$ cat src/rtl/cal_tick_pkg.sv
package cal_tick_pkg;
  localparam int CFG_W      = 32;
  localparam int COARSE_W   = 7;
  localparam int FINE_W     = 15;
  localparam int COARSE_LSB = 16;
  localparam int COARSE_RST = 127;
  localparam int FINE_RST   = 255;
endpackage

$ cat src/rtl/cal_tick_cfg.sv
module cal_tick_cfg #(
  parameter int CFG_W      = 32,
  parameter int COARSE_W   = 7,
  parameter int FINE_W     = 15,
  parameter int COARSE_LSB = 16,
  parameter int COARSE_RST = 127,
  parameter int FINE_RST   = 255
) (
  input  logic                clk,
  input  logic                rst_n,
  input  logic                setup_ack,
  input  logic                cfg_wr,
  input  logic [CFG_W-1:0]    cfg_wdata,
  output logic [CFG_W-1:0]    cfg_q,
  output logic [COARSE_W-1:0] coarse_nxt,
  output logic [FINE_W-1:0]   fine_nxt
);
  localparam int COARSE_MSB = COARSE_LSB + COARSE_W - 1;

  logic [COARSE_W-1:0] coarse_q;
  logic [FINE_W-1:0]   fine_q;
  logic                take;

  assign take = setup_ack && cfg_wr;

  always_comb begin
    coarse_nxt = coarse_q;
    fine_nxt   = fine_q;
    if (take) begin
      coarse_nxt = cfg_wdata[COARSE_MSB:COARSE_LSB];
      fine_nxt   = cfg_wdata[FINE_W-1:0];
    end
  end

  always_ff @(posedge clk) begin
    if (!rst_n) begin
      coarse_q <= COARSE_W'(COARSE_RST);
      fine_q   <= FINE_W'(FINE_RST);
    end else begin
      coarse_q <= coarse_nxt;
      fine_q   <= fine_nxt;
    end
  end

  always_comb begin
    cfg_q = '0;
    cfg_q[FINE_W-1:0]            = fine_q;
    cfg_q[COARSE_MSB:COARSE_LSB] = coarse_q;
  end
endmodule

$ cat src/rtl/cal_tick_stage.sv
module cal_tick_stage #(
  parameter int W       = 7,
  parameter int RST_VAL = 127
) (
  input  logic         clk,
  input  logic         rst_n,
  input  logic         hold,
  input  logic         step,
  input  logic [W-1:0] reload,
  output logic [W-1:0] cnt,
  output logic         wrap
);
  logic at_zero;

  assign at_zero = (cnt == '0);
  assign wrap    = step && at_zero && !hold;

  always_ff @(posedge clk) begin
    if (!rst_n)
      cnt <= W'(RST_VAL);
    else if (hold)
      cnt <= reload;
    else if (step)
      cnt <= at_zero ? reload : cnt - 1'b1;
  end
endmodule

$ cat src/rtl/cal_tick_prescaler.sv
module cal_tick_prescaler
  import cal_tick_pkg::*;
#(
  parameter int P_CFG_W      = CFG_W,
  parameter int P_COARSE_W   = COARSE_W,
  parameter int P_FINE_W     = FINE_W,
  parameter int P_COARSE_LSB = COARSE_LSB,
  parameter int P_COARSE_RST = COARSE_RST,
  parameter int P_FINE_RST   = FINE_RST
) (
  input  logic                 clk,
  input  logic                 rst_n,
  input  logic                 setup_ack,
  input  logic                 cfg_wr,
  input  logic [P_CFG_W-1:0]   cfg_wdata,
  output logic [P_CFG_W-1:0]   cfg_rd,
  output logic                 coarse_tick,
  output logic                 cal_tick,
  output logic [P_FINE_W-1:0]  fine_count
);
  logic [P_COARSE_W-1:0] coarse_nxt;
  logic [P_FINE_W-1:0]   fine_nxt;
  logic [P_COARSE_W-1:0] coarse_cnt;
  logic                  coarse_wrap;
  logic                  fine_wrap;

  cal_tick_cfg #(
    .CFG_W(P_CFG_W), .COARSE_W(P_COARSE_W), .FINE_W(P_FINE_W),
    .COARSE_LSB(P_COARSE_LSB), .COARSE_RST(P_COARSE_RST), .FINE_RST(P_FINE_RST)
  ) u_cfg (
    .clk(clk), .rst_n(rst_n), .setup_ack(setup_ack), .cfg_wr(cfg_wr),
    .cfg_wdata(cfg_wdata), .cfg_q(cfg_rd), .coarse_nxt(coarse_nxt), .fine_nxt(fine_nxt)
  );

  cal_tick_stage #(.W(P_COARSE_W), .RST_VAL(P_COARSE_RST)) u_coarse (
    .clk(clk), .rst_n(rst_n), .hold(setup_ack), .step(1'b1),
    .reload(coarse_nxt), .cnt(coarse_cnt), .wrap(coarse_wrap)
  );

  cal_tick_stage #(.W(P_FINE_W), .RST_VAL(P_FINE_RST)) u_fine (
    .clk(clk), .rst_n(rst_n), .hold(setup_ack), .step(coarse_wrap),
    .reload(fine_nxt), .cnt(fine_count), .wrap(fine_wrap)
  );

  assign coarse_tick = coarse_wrap;
  assign cal_tick    = fine_wrap;
endmodule

$ cat config.mk
export PLATFORM = sky130hd
export DESIGN_NAME = cal_tick_prescaler
export DESIGN_NICKNAME = d
export VERILOG_FILES = /design/src/rtl/cal_tick_pkg.sv /design/src/rtl/cal_tick_cfg.sv /design/src/rtl/cal_tick_stage.sv /design/src/rtl/cal_tick_prescaler.sv
export SDC_FILE = /design/constraint.sdc
export NUM_CORES = 1
export LEC_CHECK = 0
export BUFFER_PORTS_ARGS = -buffer_cell sky130_fd_sc_hd__buf_2
export CORE_ASPECT_RATIO = 1.1
export CORE_MARGIN = 2
export CORE_UTILIZATION = 40
export DETAILED_ROUTE_END_ITERATION = 16
export GPL_TIMING_DRIVEN = 0
export PLACE_DENSITY = 0.65
export SLEW_MARGIN = 20
export SYNTH_ARGS = -nofsm -noshare
export SYNTH_HDL_FRONTEND = slang
export SYNTH_HIERARCHICAL = 1
export SYNTH_SLANG_ARGS = --single-unit
$ cat constraint.sdc
create_clock -name clk -period 2.4 [get_ports clk]
set_input_delay 0.24 -clock clk [delete_from_list [all_inputs] [get_ports clk]]
set_output_delay 0.24 -clock clk [all_outputs]
set_load 0.05 [all_outputs]
==> results.yml <==
cts:
  cts_tree: "built"
  holdBufCountCts: 0
  htree_levels: 2
  clkSinkCount: 44
  clk_latency_ps: 300
  cts_buffer_depth: 2
  cts_root_buffer: "clkbuf_8"
  cts-buffers-inserted: 5
  clkTransAtPathRegs_ps: 90
job:
  drv_cap: 0
setup_path:
  arrival_ps: 2530
  setup.worst_path.start_class: "flop"
  end_kind: "flop"
  crit_slowest_cell: "dfxtp_4"
  reg2reg_slack_ps: 60
  timing.rr.start: "u_coarse/cnt[1]"
  critical_path_required_ps: 2590
  critPathMaxStageDelay_ps: 370
  r2r-end: "u_fine/cnt[13]"
  worstSetupPathType: "reg2reg"
  r2r_cells: 11
  crit_chain: "inv_4 > ha_4 > nor4b_4 > nand2_2 > nor3b_4 > clkbuf_8 > buf_6 > nand4b_1 > o21ai_4 > nor2b_4 > nor3_2"
  crit_fanout: 5
yosys:
  synth_area_leaders: "dfxtp_1 31%, o211ai_2 6.7%, nand3_1 4.1%"
  synth_edf_count: 0
  yosysTopAreaCell: "dfxtp_1"
  synth.distinct_cells: 56
  synth_commonest_cells: "44 x dfxtp_1, 28 x inv_1, 25 x nand2_1"
  yosysMostFrequentCell: "dfxtp_1"
  yosys_warnings: 6
  async_reset_ff_frac: 0
  netlist_instances: 335
  synth_ff_type: "dfxtp_1"
  synth_area_sq_mm: 0.00281
  syn_area_per_cell_sq_um: 8.38
  synth_seq_cells: 44
  synth_top_area_share: 0.314
  synth.yosys.seq_area_share: 0.314
timing:
  drv_slew: 0
  worst_slack_ps: 56.0
  timing.final.crit_share: 0.977
  grt_setup_unrepaired: "yes"
  min_period_ps: 2340
  worst_clock_skew_ps: 7.48
  setup_viol: 0
  fmax_mhz: 427
  slew_headroom: 0.534
  timing.final.hold_violations: 0
  fin_tns_setup_ps: 0
  tightest_slew_ps: 699
worst_hold_path:
  hold_path.class: "in2reg"
  worstHoldPathCells: 3
  min_from: "cfg_wdata[8]"
  whs_endpoint: "u_cfg/fine_q[8]"
die:
  die_h_um: 91.9
  pin_count: 85
  fp.dieW_um: 83.9
  core_area_sq_mm: 0.00693
  start_util: 0.405
  rows: 32
  dieArea_sq_mm: 0.00771
global_route:
  gr-total-overflow: 0
  top_usage_layer: "met2"
  grt_max_degree: 15
  track_usage: 0.204
  grtUsageMet2: 0.359
  grt_pass1_wl_um: 12700
  grt_pass1_vias: 2562
  use_met1: 0.263
  globalRouteMet3Util: 0.0396
  antenna_found_initial: 0
routing:
  first_iter_violations: 143
  routedWlPerCell_um: 15.6
  drc: 0
  postRouteAntennaNets: 0
  num_vias: 2782
  firstDrtPassIters: 4
  via_per_inst: 5.47
  wirelength_um: 7950
power:
  internal_power_mw: 1.28
  seq_power_share: 0.419
  p_sw_mw: 0.679
  p_sw_frac: 0.347
  combPwrFrac: 0.264
  power.total_mw: 1.96
  ir_drop_v: 0.000316
  powerDensity_mw_per_mm2: 550
  clockPowerShare: 0.317
  power_leakage_nw: 1.59
finish:
  drive_gt1_frac: 0.382
  final_core_util: 0.514
  diodes: 0
  syn_to_final_growth_pct: 26.7
  fin_area_sq_mm: 0.00356
  nets: 463
placement:
  dp_hpwl_um: 5680
  dpl_worst_slack_ps: -61.0
  globalplace.congestion: 0.916
  place_area_sq_mm: 0.00333
  io_buffers: 63
outcome:
  outcome: "completed"
registers in the layout, indices dropped and copies added (netlist names):
register / flops
u_coarse/cnt: 7
u_cfg/fine_q: 15
u_cfg/coarse_q: 7
u_fine/cnt: 15
final cells by class:
class | count | area [sq um]
fill | 681 | 3370
multi-input combinational | 238 | 1690
sequential | 44 | 885
timing repair buffer | 72 | 393
buffer | 34 | 255
inverter | 28 | 111
tap | 85 | 106
clock buffer | 6 | 82.6
clock inverter | 2 | 38.8
worst max-delay path, delay by kind of cell (launching register included):
family	cells	cell delay [ps]
adders and majority gates	1	130
and+or+nand+nor	6	1060
DFF	1	370
buffers and inverters	3	360
AOI/OAI and AO/OA	1	300
worst max path at each step:
| stage | startpoint | to | cells after the start |
|---|---|---|---|
| floorplan | u_coarse/cnt[1] | cal_tick | 8 |
| global placement | u_coarse/cnt[0] | u_fine/cnt[9] | 11 |
| detailed placement | u_coarse/cnt[1] | u_fine/cnt[9] | 11 |
| CTS | u_coarse/cnt[1] | cal_tick | 9 |
| global route | u_coarse/cnt[1] | cal_tick | 9 |
| finish | u_coarse/cnt[1] | u_fine/cnt[13] | 11 |
layout by cell type, fill, tap and decap left out, drive strengths merged, types with 2 or more instances in the layout:
cell     count
o21ai       34
nor3b        3
and3         2
and2         2
o211ai      16
nor4        10
dfxtp       44
mux2i        8
a31oi        4
nand3       23
and4         2
or4          4
clkbuf      13
ha           4
inv         27
a21oi       13
nand4       15
o21a         2
mux2         8
nand2       26
conb        11
nor3         8
nor4b        3
o311ai       2
o22ai        4
buf         99
a31o         3
o221ai       2
nor2        13
a22oi        2
o2111ai      2
per-stage QoR:
stage               cells  hold slack [ps]
floorplan             344              314
global placement      492              459
detailed placement    492              463
CTS                   503              190
global route          509              203
finish                509              202
per-layer routing:
metal | up-vias | share of wire
li1 | 1387 | -
met1 | 1316 | 0.44
met2 | 75 | 0.51
met3 | 4 | 0.046
met4 | 0 | 0.0043
met5 | - | 0
timing repair:
item,in CTS,in global routing
hold endpoints to repair,0,0
endpoints found under the setup margin,4,10
setup buffers,3,6
pin swaps,0,2
gates cloned,0,0
resized for setup,2,8
cells by family after synthesis:
| group | after synthesis | share of synthesized area |
|---|---|---|
| and+or+nand+nor | 116 | 0.244 |
| buffers and inverters | 62 | 0.121 |
| DFF | 44 | 0.314 |
| muxes | 16 | 0.0606 |
| other | 2 | 0.00267 |
| adders and majority gates | 4 | 0.0178 |
| AOI/OAI and AO/OA | 91 | 0.240 |
power groups by stage:
stage                     combinational [mW]  clock (mW)  sequential, mW
after floorplan                        0.263           0           0.953
after CTS                              0.504       0.637           0.820
final                                  0.517       0.621           0.821
after detailed placement               0.502           0           0.837
after global placement                 0.498           0           0.836
after global routing                   0.554       0.665           0.828
No activity file was read; power rests on OpenSTA's default activity.
